[config.mk]
export PLATFORM = sky130hd
export DESIGN_NAME = pll_cal_sequencer
export DESIGN_NICKNAME = d
export VERILOG_FILES = /design/src/rtl/pllcal_pkg.sv /design/src/rtl/cal_sweep_fsm.sv /design/src/rtl/cal_freq_counter.sv /design/src/rtl/cal_lock_monitor.sv /design/src/rtl/pll_cal_sequencer.sv
export SDC_FILE = /design/constraint.sdc
export NUM_CORES = 1
export LEC_CHECK = 0
export BUFFER_PORTS_ARGS = -buffer_cell sky130_fd_sc_hd__buf_2
export CAP_MARGIN = 20
export CORE_ASPECT_RATIO = 1.5
export CORE_MARGIN = 1
export CORE_UTILIZATION = 45
export DETAILED_ROUTE_END_ITERATION = 10
export PLACE_DENSITY = 0.74
export SKIP_LAST_GASP = 1
export SLEW_MARGIN = 20
export SYNTH_ARGS = -nofsm -noshare
export SYNTH_HDL_FRONTEND = slang
export SYNTH_SLANG_ARGS = --single-unit
[constraint.sdc]
create_clock -name clk -period 4 [get_ports clk]
set_input_delay 0 -clock clk [delete_from_list [all_inputs] [get_ports clk]]
set_output_delay 0 -clock clk [all_outputs]
set_load 0.02 [all_outputs]
[src/rtl/pllcal_pkg.sv]
package pllcal_pkg;

    localparam int BAND_W     = 3;
    localparam int BAND_IDX_W = 2;
    localparam int NUM_BANDS  = 1 << BAND_IDX_W;

    typedef enum logic [2:0] {
        ST_SETTLE = 3'd0,
        ST_COUNT  = 3'd1,
        ST_WRITE  = 3'd2,
        ST_DONE   = 3'd3,
        ST_OPER   = 3'd4
    } cal_state_e;

    // Band index to thermometer-coded band setting: 0->000, 1->001, 2->011, 3->111
    function automatic logic [BAND_W-1:0] band_code(input logic [BAND_IDX_W-1:0] idx);
        logic [BAND_W:0] oh;
        oh      = '0;
        oh[idx] = 1'b1;
        return BAND_W'(oh - 1'b1);
    endfunction

endpackage

[src/rtl/cal_sweep_fsm.sv]
module cal_sweep_fsm
    import pllcal_pkg::*;
#(
    parameter int NPTS  = 8,
    parameter int CFG_W = 8,
    localparam int PT_W = $clog2(NPTS)
) (
    input  logic                  clk,
    input  logic                  rst,
    input  logic                  ref_tick,
    input  logic [CFG_W-1:0]      settle_refs,
    input  logic [CFG_W-1:0]      win_refs,
    output cal_state_e            state,
    output logic [PT_W-1:0]       pt_idx,
    output logic [BAND_IDX_W-1:0] band_idx
);

    logic [CFG_W-1:0] ref_cnt;
    logic [CFG_W:0]   ref_next;
    logic             settle_hit;
    logic             win_hit;
    logic             last_pt;
    logic             last_point;

    assign ref_next   = {1'b0, ref_cnt} + (CFG_W+1)'(1);
    assign settle_hit = ref_next >= {1'b0, settle_refs};
    assign win_hit    = ref_next >= {1'b0, win_refs};
    assign last_pt    = pt_idx == PT_W'(NPTS-1);
    assign last_point = last_pt && (band_idx == '1);

    always_ff @(posedge clk) begin
        if (rst) begin
            state    <= ST_SETTLE;
            ref_cnt  <= '0;
            pt_idx   <= '0;
            band_idx <= '0;
        end else begin
            case (state)
                ST_SETTLE: if (ref_tick) begin
                    if (settle_hit) begin
                        state   <= ST_COUNT;
                        ref_cnt <= '0;
                    end else begin
                        ref_cnt <= ref_next[CFG_W-1:0];
                    end
                end
                ST_COUNT: if (ref_tick) begin
                    if (win_hit) begin
                        state   <= ST_WRITE;
                        ref_cnt <= '0;
                    end else begin
                        ref_cnt <= ref_next[CFG_W-1:0];
                    end
                end
                ST_WRITE: begin
                    state <= last_point ? ST_DONE : ST_SETTLE;
                    if (!last_point) begin
                        if (last_pt) begin
                            pt_idx   <= '0;
                            band_idx <= band_idx + BAND_IDX_W'(1);
                        end else begin
                            pt_idx   <= pt_idx + PT_W'(1);
                        end
                    end
                end
                ST_DONE:  state <= ST_OPER;
                default:  state <= ST_OPER;
            endcase
        end
    end

    AST_CODES_HOLD_IN_WINDOW: assert property (@(posedge clk) disable iff (rst) (state == ST_COUNT) |=> (pt_idx == $past(pt_idx) && band_idx == $past(band_idx)));
    AST_SWEEP_RESUMES: assert property (@(posedge clk) disable iff (rst) (state == ST_WRITE && !last_point) |=> (state == ST_SETTLE));

endmodule

[src/rtl/cal_freq_counter.sv]
module cal_freq_counter #(
    parameter int CNT_W = 16
) (
    input  logic             clk,
    input  logic             rst,
    input  logic             clr,
    input  logic             en,
    input  logic             vco_edge,
    output logic [CNT_W-1:0] count
);

    always_ff @(posedge clk) begin
        if (rst || clr) begin
            count <= '0;
        end else if (en && vco_edge && (count != '1)) begin
            count <= count + CNT_W'(1);
        end
    end

    AST_COUNT_HOLDS_IDLE: assert property (@(posedge clk) disable iff (rst) (!en && !clr) |=> (count == $past(count)));
    AST_COUNT_STEPS_BY_ONE: assert property (@(posedge clk) disable iff (rst) (en && !clr) |=> (count == $past(count) || count == $past(count) + CNT_W'(1)));

endmodule

[src/rtl/cal_lock_monitor.sv]
module cal_lock_monitor #(
    parameter int CFG_W = 8,
    parameter int THR_W = 6
) (
    input  logic             clk,
    input  logic             rst,
    input  logic             active,
    input  logic             ref_tick,
    input  logic             pfd_up,
    input  logic             pfd_dn,
    input  logic             ratio_req,
    input  logic [THR_W-1:0] pulse_thr,
    input  logic [CFG_W-1:0] lock_refs,
    output logic             ls
);

    logic [THR_W-1:0] up_run, dn_run, up_next, dn_next;
    logic             wide_now;
    logic             bad_seen;
    logic [CFG_W-1:0] good_cnt;
    logic [CFG_W:0]   good_next;
    logic             lock_hit;

    assign up_next   = !pfd_up ? '0 : ((up_run == '1) ? up_run : up_run + THR_W'(1));
    assign dn_next   = !pfd_dn ? '0 : ((dn_run == '1) ? dn_run : dn_run + THR_W'(1));
    assign wide_now  = (pfd_up && (up_next >= pulse_thr)) || (pfd_dn && (dn_next >= pulse_thr));
    assign good_next = {1'b0, good_cnt} + (CFG_W+1)'(1);
    assign lock_hit  = good_next >= {1'b0, lock_refs};

    always_ff @(posedge clk) begin
        if (rst || !active || ratio_req) begin
            ls       <= 1'b1;
            good_cnt <= '0;
            bad_seen <= 1'b0;
            up_run   <= '0;
            dn_run   <= '0;
        end else begin
            up_run <= up_next;
            dn_run <= dn_next;
            if (ref_tick) begin
                bad_seen <= 1'b0;
                if (bad_seen || wide_now) begin
                    good_cnt <= '0;
                end else if (lock_hit) begin
                    ls <= 1'b0;
                end else begin
                    good_cnt <= good_next[CFG_W-1:0];
                end
            end else if (wide_now) begin
                bad_seen <= 1'b1;
            end
        end
    end

    AST_LS_FALLS_ON_TICK: assert property (@(posedge clk) disable iff (rst) $fell(ls) |-> $past(ref_tick));
    AST_RATIO_RELOCK: assert property (@(posedge clk) disable iff (rst) ratio_req |=> ls);
    AST_LS_HIGH_INACTIVE: assert property (@(posedge clk) disable iff (rst) !active |=> ls);

endmodule

[src/rtl/pll_cal_sequencer.sv]
module pll_cal_sequencer
    import pllcal_pkg::*;
#(
    parameter int NPTS   = 8,
    parameter int CODE_W = 7,
    parameter int CNT_W  = 16,
    parameter int CFG_W  = 8,
    parameter int THR_W  = 6,
    localparam int PT_W   = $clog2(NPTS),
    localparam int ADDR_W = BAND_IDX_W + PT_W
) (
    input  logic              clk,
    input  logic              rst,
    input  logic              ref_tick,
    input  logic              vco_edge,
    input  logic              pfd_up,
    input  logic              pfd_dn,
    input  logic              ratio_req,
    input  logic [CFG_W-1:0]  settle_refs,
    input  logic [CFG_W-1:0]  win_refs,
    input  logic [CFG_W-1:0]  lock_refs,
    input  logic [THR_W-1:0]  pulse_thr,
    output logic              loop_closed,
    output logic              bias_mid,
    output logic [BAND_W-1:0] p_code,
    output logic [CODE_W-1:0] c_code,
    output logic              tbl_we,
    output logic [ADDR_W-1:0] tbl_addr,
    output logic [CNT_W-1:0]  tbl_data,
    output logic              cal_done,
    output logic              ls
);

    localparam int C_STEP = ((1 << CODE_W) - 1) / (NPTS - 1);

    cal_state_e            state;
    logic [PT_W-1:0]       pt_idx;
    logic [BAND_IDX_W-1:0] band_idx;
    logic [CNT_W-1:0]      edge_count;

    cal_sweep_fsm #(.NPTS(NPTS), .CFG_W(CFG_W)) u_sweep (
        .clk(clk), .rst(rst), .ref_tick(ref_tick),
        .settle_refs(settle_refs), .win_refs(win_refs),
        .state(state), .pt_idx(pt_idx), .band_idx(band_idx)
    );

    cal_freq_counter #(.CNT_W(CNT_W)) u_meter (
        .clk(clk), .rst(rst),
        .clr(state == ST_SETTLE), .en(state == ST_COUNT),
        .vco_edge(vco_edge), .count(edge_count)
    );

    cal_lock_monitor #(.CFG_W(CFG_W), .THR_W(THR_W)) u_lock (
        .clk(clk), .rst(rst), .active(loop_closed), .ref_tick(ref_tick),
        .pfd_up(pfd_up), .pfd_dn(pfd_dn), .ratio_req(ratio_req),
        .pulse_thr(pulse_thr), .lock_refs(lock_refs), .ls(ls)
    );

    assign loop_closed = (state == ST_DONE) || (state == ST_OPER);
    assign bias_mid    = !loop_closed;
    assign cal_done    = state == ST_DONE;
    assign tbl_we      = state == ST_WRITE;
    assign tbl_addr    = {band_idx, pt_idx};
    assign tbl_data    = edge_count;
    assign p_code      = band_code(band_idx);
    assign c_code      = CODE_W'(pt_idx) * CODE_W'(C_STEP);

    AST_WRITE_SINGLE_CYCLE: assert property (@(posedge clk) disable iff (rst) tbl_we |=> !tbl_we);
    AST_DONE_SINGLE_PULSE: assert property (@(posedge clk) disable iff (rst) cal_done |=> (!cal_done && loop_closed));
    AST_LOOP_STAYS_CLOSED: assert property (@(posedge clk) disable iff (rst) loop_closed |=> loop_closed);
    AST_LS_HIGH_IN_CAL: assert property (@(posedge clk) disable iff (rst) !loop_closed |-> ls);

endmodule

==> results by group <==
Pwr
  • Peak supply drop: 0.160 mV
  • Pwr Density: 243 nW/um2
  • Leak Pwr: 2.03 nW

Worst hold path
  • Hold Crit Class: in -> reg
  • Hold path cells: 3

Cells and area
  • Ant. Diodes: 0
  • Ratio of cells with drive above 1 in the final layout: 16.7%
  • Area grow syn2layout: 14.2%
  • Layout fillers: 795
  • Nets: 604
  • Finished Layout Cells: 625

Drt
  • Metal3 WL: 258 um
  • Post-Route WL: 7950 um
  • Drt pass-1 iters: 4
  • Met1 wire length: 3370 um
  • DRC viols: 0
  • Total number of vias: 3385
  • Uppermost routed layer: met4
  • Iteration-0 DRC Markers: 99
  • Count of antenna-violating nets left after detailed routing: 0
  • Vias per cell: 5.42
  • Met2 routed WL: 4200 um
  • DR WL/cell: 12.7 um

CTS
  • CTS tree: built
  • Clock Tree Buf Depth: 2
  • Reg clk slew, reported paths: 0.07 ns
  • Postcts setup bufs: 0
  • H-tree depth: 2
  • Clock Sinks: 54
  • Cell at the root of the clock tree: clkbuf_16
  • Total CTS buffers: 5
  • Worst skew pair latency: 0.29 ns

Synthesis
  • Count leader, synth: dfxtp_1
  • Ys flop type: dfxtp_1
  • EDFF count, synth: 0
  • Ys Warns: 0
  • Synth cell types: 61
  • Most instantiated cells after synthesis: dfxtp_1 (54), ha_1 (47), inv_1 (41)
  • Mean Syn Cell Area: 8.22 um2
  • Area share of the largest cell type after synthesis: 28.7%
  • Seq/Total Area, Yosys: 28.7%
  • Synth area leader: dfxtp_1
  • Synth top area cells: dfxtp_1 (29%), ha_1 (16%), xnor2_1 (4.6%), inv_1 (4.1%), nand2_1 (3.6%)
  • Cell Area, Synth: 3770 um2
  • Synthesized instance count: 459
  • Syn Nets: 543
  • Yosys reg bits: 54
  • Async SR Flop Fraction: 0%

Die
  • # rows: 40
  • Die height: 114 um
  • Starting Density: 46.8%
  • Total Die Area: 8760 um2
  • Core Area: 8060 um2
  • DIE WIDTH: 76.8 um
  • IO Pins: 73

Critical path
  • Slowest cell on crit path: dfxtp_1
  • Worst Reg2Reg Path Length in Cells: 12
  • Max stage delay on crit path: 0.37 ns
  • Crit-path leading delay family: simple AND/OR/NAND/NOR gates
  • Arrival time of the worst setup path: 3.31 ns
  • Crit start category: register
  • Worst path depth: 12
  • Worst Setup End Kind: register
  • WS Path Type: reg -> reg
  • Crit path max fanout: 6
  • Critical Path RT: 4.21 ns
  • WP buf/inv: 0
  • CP Cell Sequence: ha_1 > and3_1 > nand3_1 > xor2_1 > nand2_1 > ha_1 > or3b_1 > o2111ai_1 > a31oi_1 > or2_1 > or2_1 > o32ai_2

Timing
  • Worst slew pin tran: 1.05 ns
  • RSZ-0062 raised after global routing: no
  • Max Slew Vio Count: 0
  • Final hold violation count: 0
  • Relative slew slack: 29.6%
  • FMAX: 323 MHz
  • Final worst path period share: 77.4%
  • Worst clock skew: 0.00670 ns
  • Post-layout min period: 3.10 ns
  • Setup Viol. Count Final: 0
  • Setup_tns: 0 ns

Global routing
  • Largest net degree at the start of global routing: 21
  • Total grt overflow: 0
  • Antenna violations before repair: 0
  • Vias in the first global route: 3143
  • Total track usage: 18.7%
  • First-pass GRT wire length: 13500 um

Place
  • Input/output buffers: 71
  • Post-DP HPWL: 6230 um
  • Placed Cells incl. Taps: 617
  • Final GP Congestion: 0.934

Flow run
  • Max-Cap Viols: 0

Run status
  • Outcome: complete, no violations
## area by class of cell
type                            instances  area, um2  share of cell area, %
Multi-Input combinational cell        345       2430                   56.5
Sequential cell                        54       1080                   25.1
Timing Repair Buffer                   72        365                   8.48
Inverter                               42        158                   3.66
Tap cell                              105        131                   3.05
Clock buffer                            5        125                   2.90
Clock inverter                          2       15.0                  0.348
## registers in the layout, summed over array words and instances (netlist names)
register / count
u_lock.up_run: 6
u_sweep.pt_idx: 3
u_lock.ls: 1
u_lock.good_cnt: 8
u_sweep.band_idx: 2
u_lock.dn_run: 6
u_sweep.ref_cnt: 8
u_meter.count: 16
u_sweep.state: 3
u_lock.bad_seen: 1
## logic make-up after synthesis
family          after synthesis  share of synthesized area [%]
other cells                   1                         0.0994
buf+inv                      60                           6.97
simple gates                174                           24.5
xor+xnor                     29                           6.73
mux                           6                           1.59
flops                        54                           28.7
compound gates               88                           15.8
fa+ha+maj                    47                           15.6
## layout by cell type, fill, tap and decap left out, types with 5 or more instances in the layout
cell type,synthesis,final
a21oi_1,23,23
a31oi_1,6,6
and2_1,15,15
and3_1,6,6
buf_2,3,71
clkbuf_16,0,5
dfxtp_1,54,54
ha_1,47,47
inv_1,41,41
mux2i_1,6,6
nand2_1,36,36
nand3_1,18,18
nand4_1,9,9
nor2_1,34,34
nor2b_1,6,6
nor3_1,10,9
o21a_1,6,6
o21ai_0,13,13
o22ai_1,10,10
or3_1,16,16
xnor2_1,20,20
xor2_1,9,9
## worst paths after layout
path | start | to | slack [ns]
worst max-delay path | u_lock.dn_run[0] | u_lock.good_cnt[7] | 0.90
worst min-delay path | pfd_dn | u_lock.dn_run[0] | 0.03
worst min register to register | u_lock.ls | u_lock.ls | 0.47
worst max register to register | u_lock.dn_run[0] | u_lock.good_cnt[7] | 0.90
## per-stage QoR
| stage | utilization (%) | instance area (um2) | setup slack [ns] | total power (W) | hold slack (ns) |
|---|---|---|---|---|---|
| floorplan | - | 3770 | 1.19 | 0.000605 | 0.0793 |
| global placement | 51.6 | 4160 | 1.02 | 0.000633 | 0.285 |
| detailed placement | 51.6 | 4160 | 0.929 | 0.000636 | 0.289 |
| CTS | 53.5 | 4310 | 0.909 | 0.00106 | 0.0272 |
| global route | 53.5 | 4310 | 0.670 | 0.00109 | 0.0528 |
| finish | 53.5 | 4310 | 0.904 | 0.00105 | 0.0261 |
## power by group
group          switching [W]  internal (W)   total, W
sequential        0.00000253      0.000539   0.000542
clock               0.000194      0.000229   0.000423
combinational      0.0000449     0.0000370  0.0000819
total               0.000242      0.000805    0.00105
## worst reg2reg max path: stages, from the launching register on
cell and delay, ns:
dfxtp_1 0.37, ha_1 0.20, and3_1 0.21, nand3_1 0.20, xor2_1 0.19, nand2_1 0.09, ha_1 0.27, or3b_1 0.37
o2111ai_1 0.12, a31oi_1 0.16, or2_1 0.29, or2_1 0.34, o32ai_2 0.21
## timing repair
| item | 4_1_cts | 5_1_grt |
|---|---|---|
| gates resized for setup | 0 | 0 |
| hold buffers | 1 | 0 |
| hold endpoints to repair | 1 | 0 |
## metal layers
metal	GRT usage, %	vias up
met5	0	-
met3	2.71	10
met2	36.0	67
met1	20.5	1572
li1	-	1736
met4	6.54	0
Power figures use the tool's default switching activity.
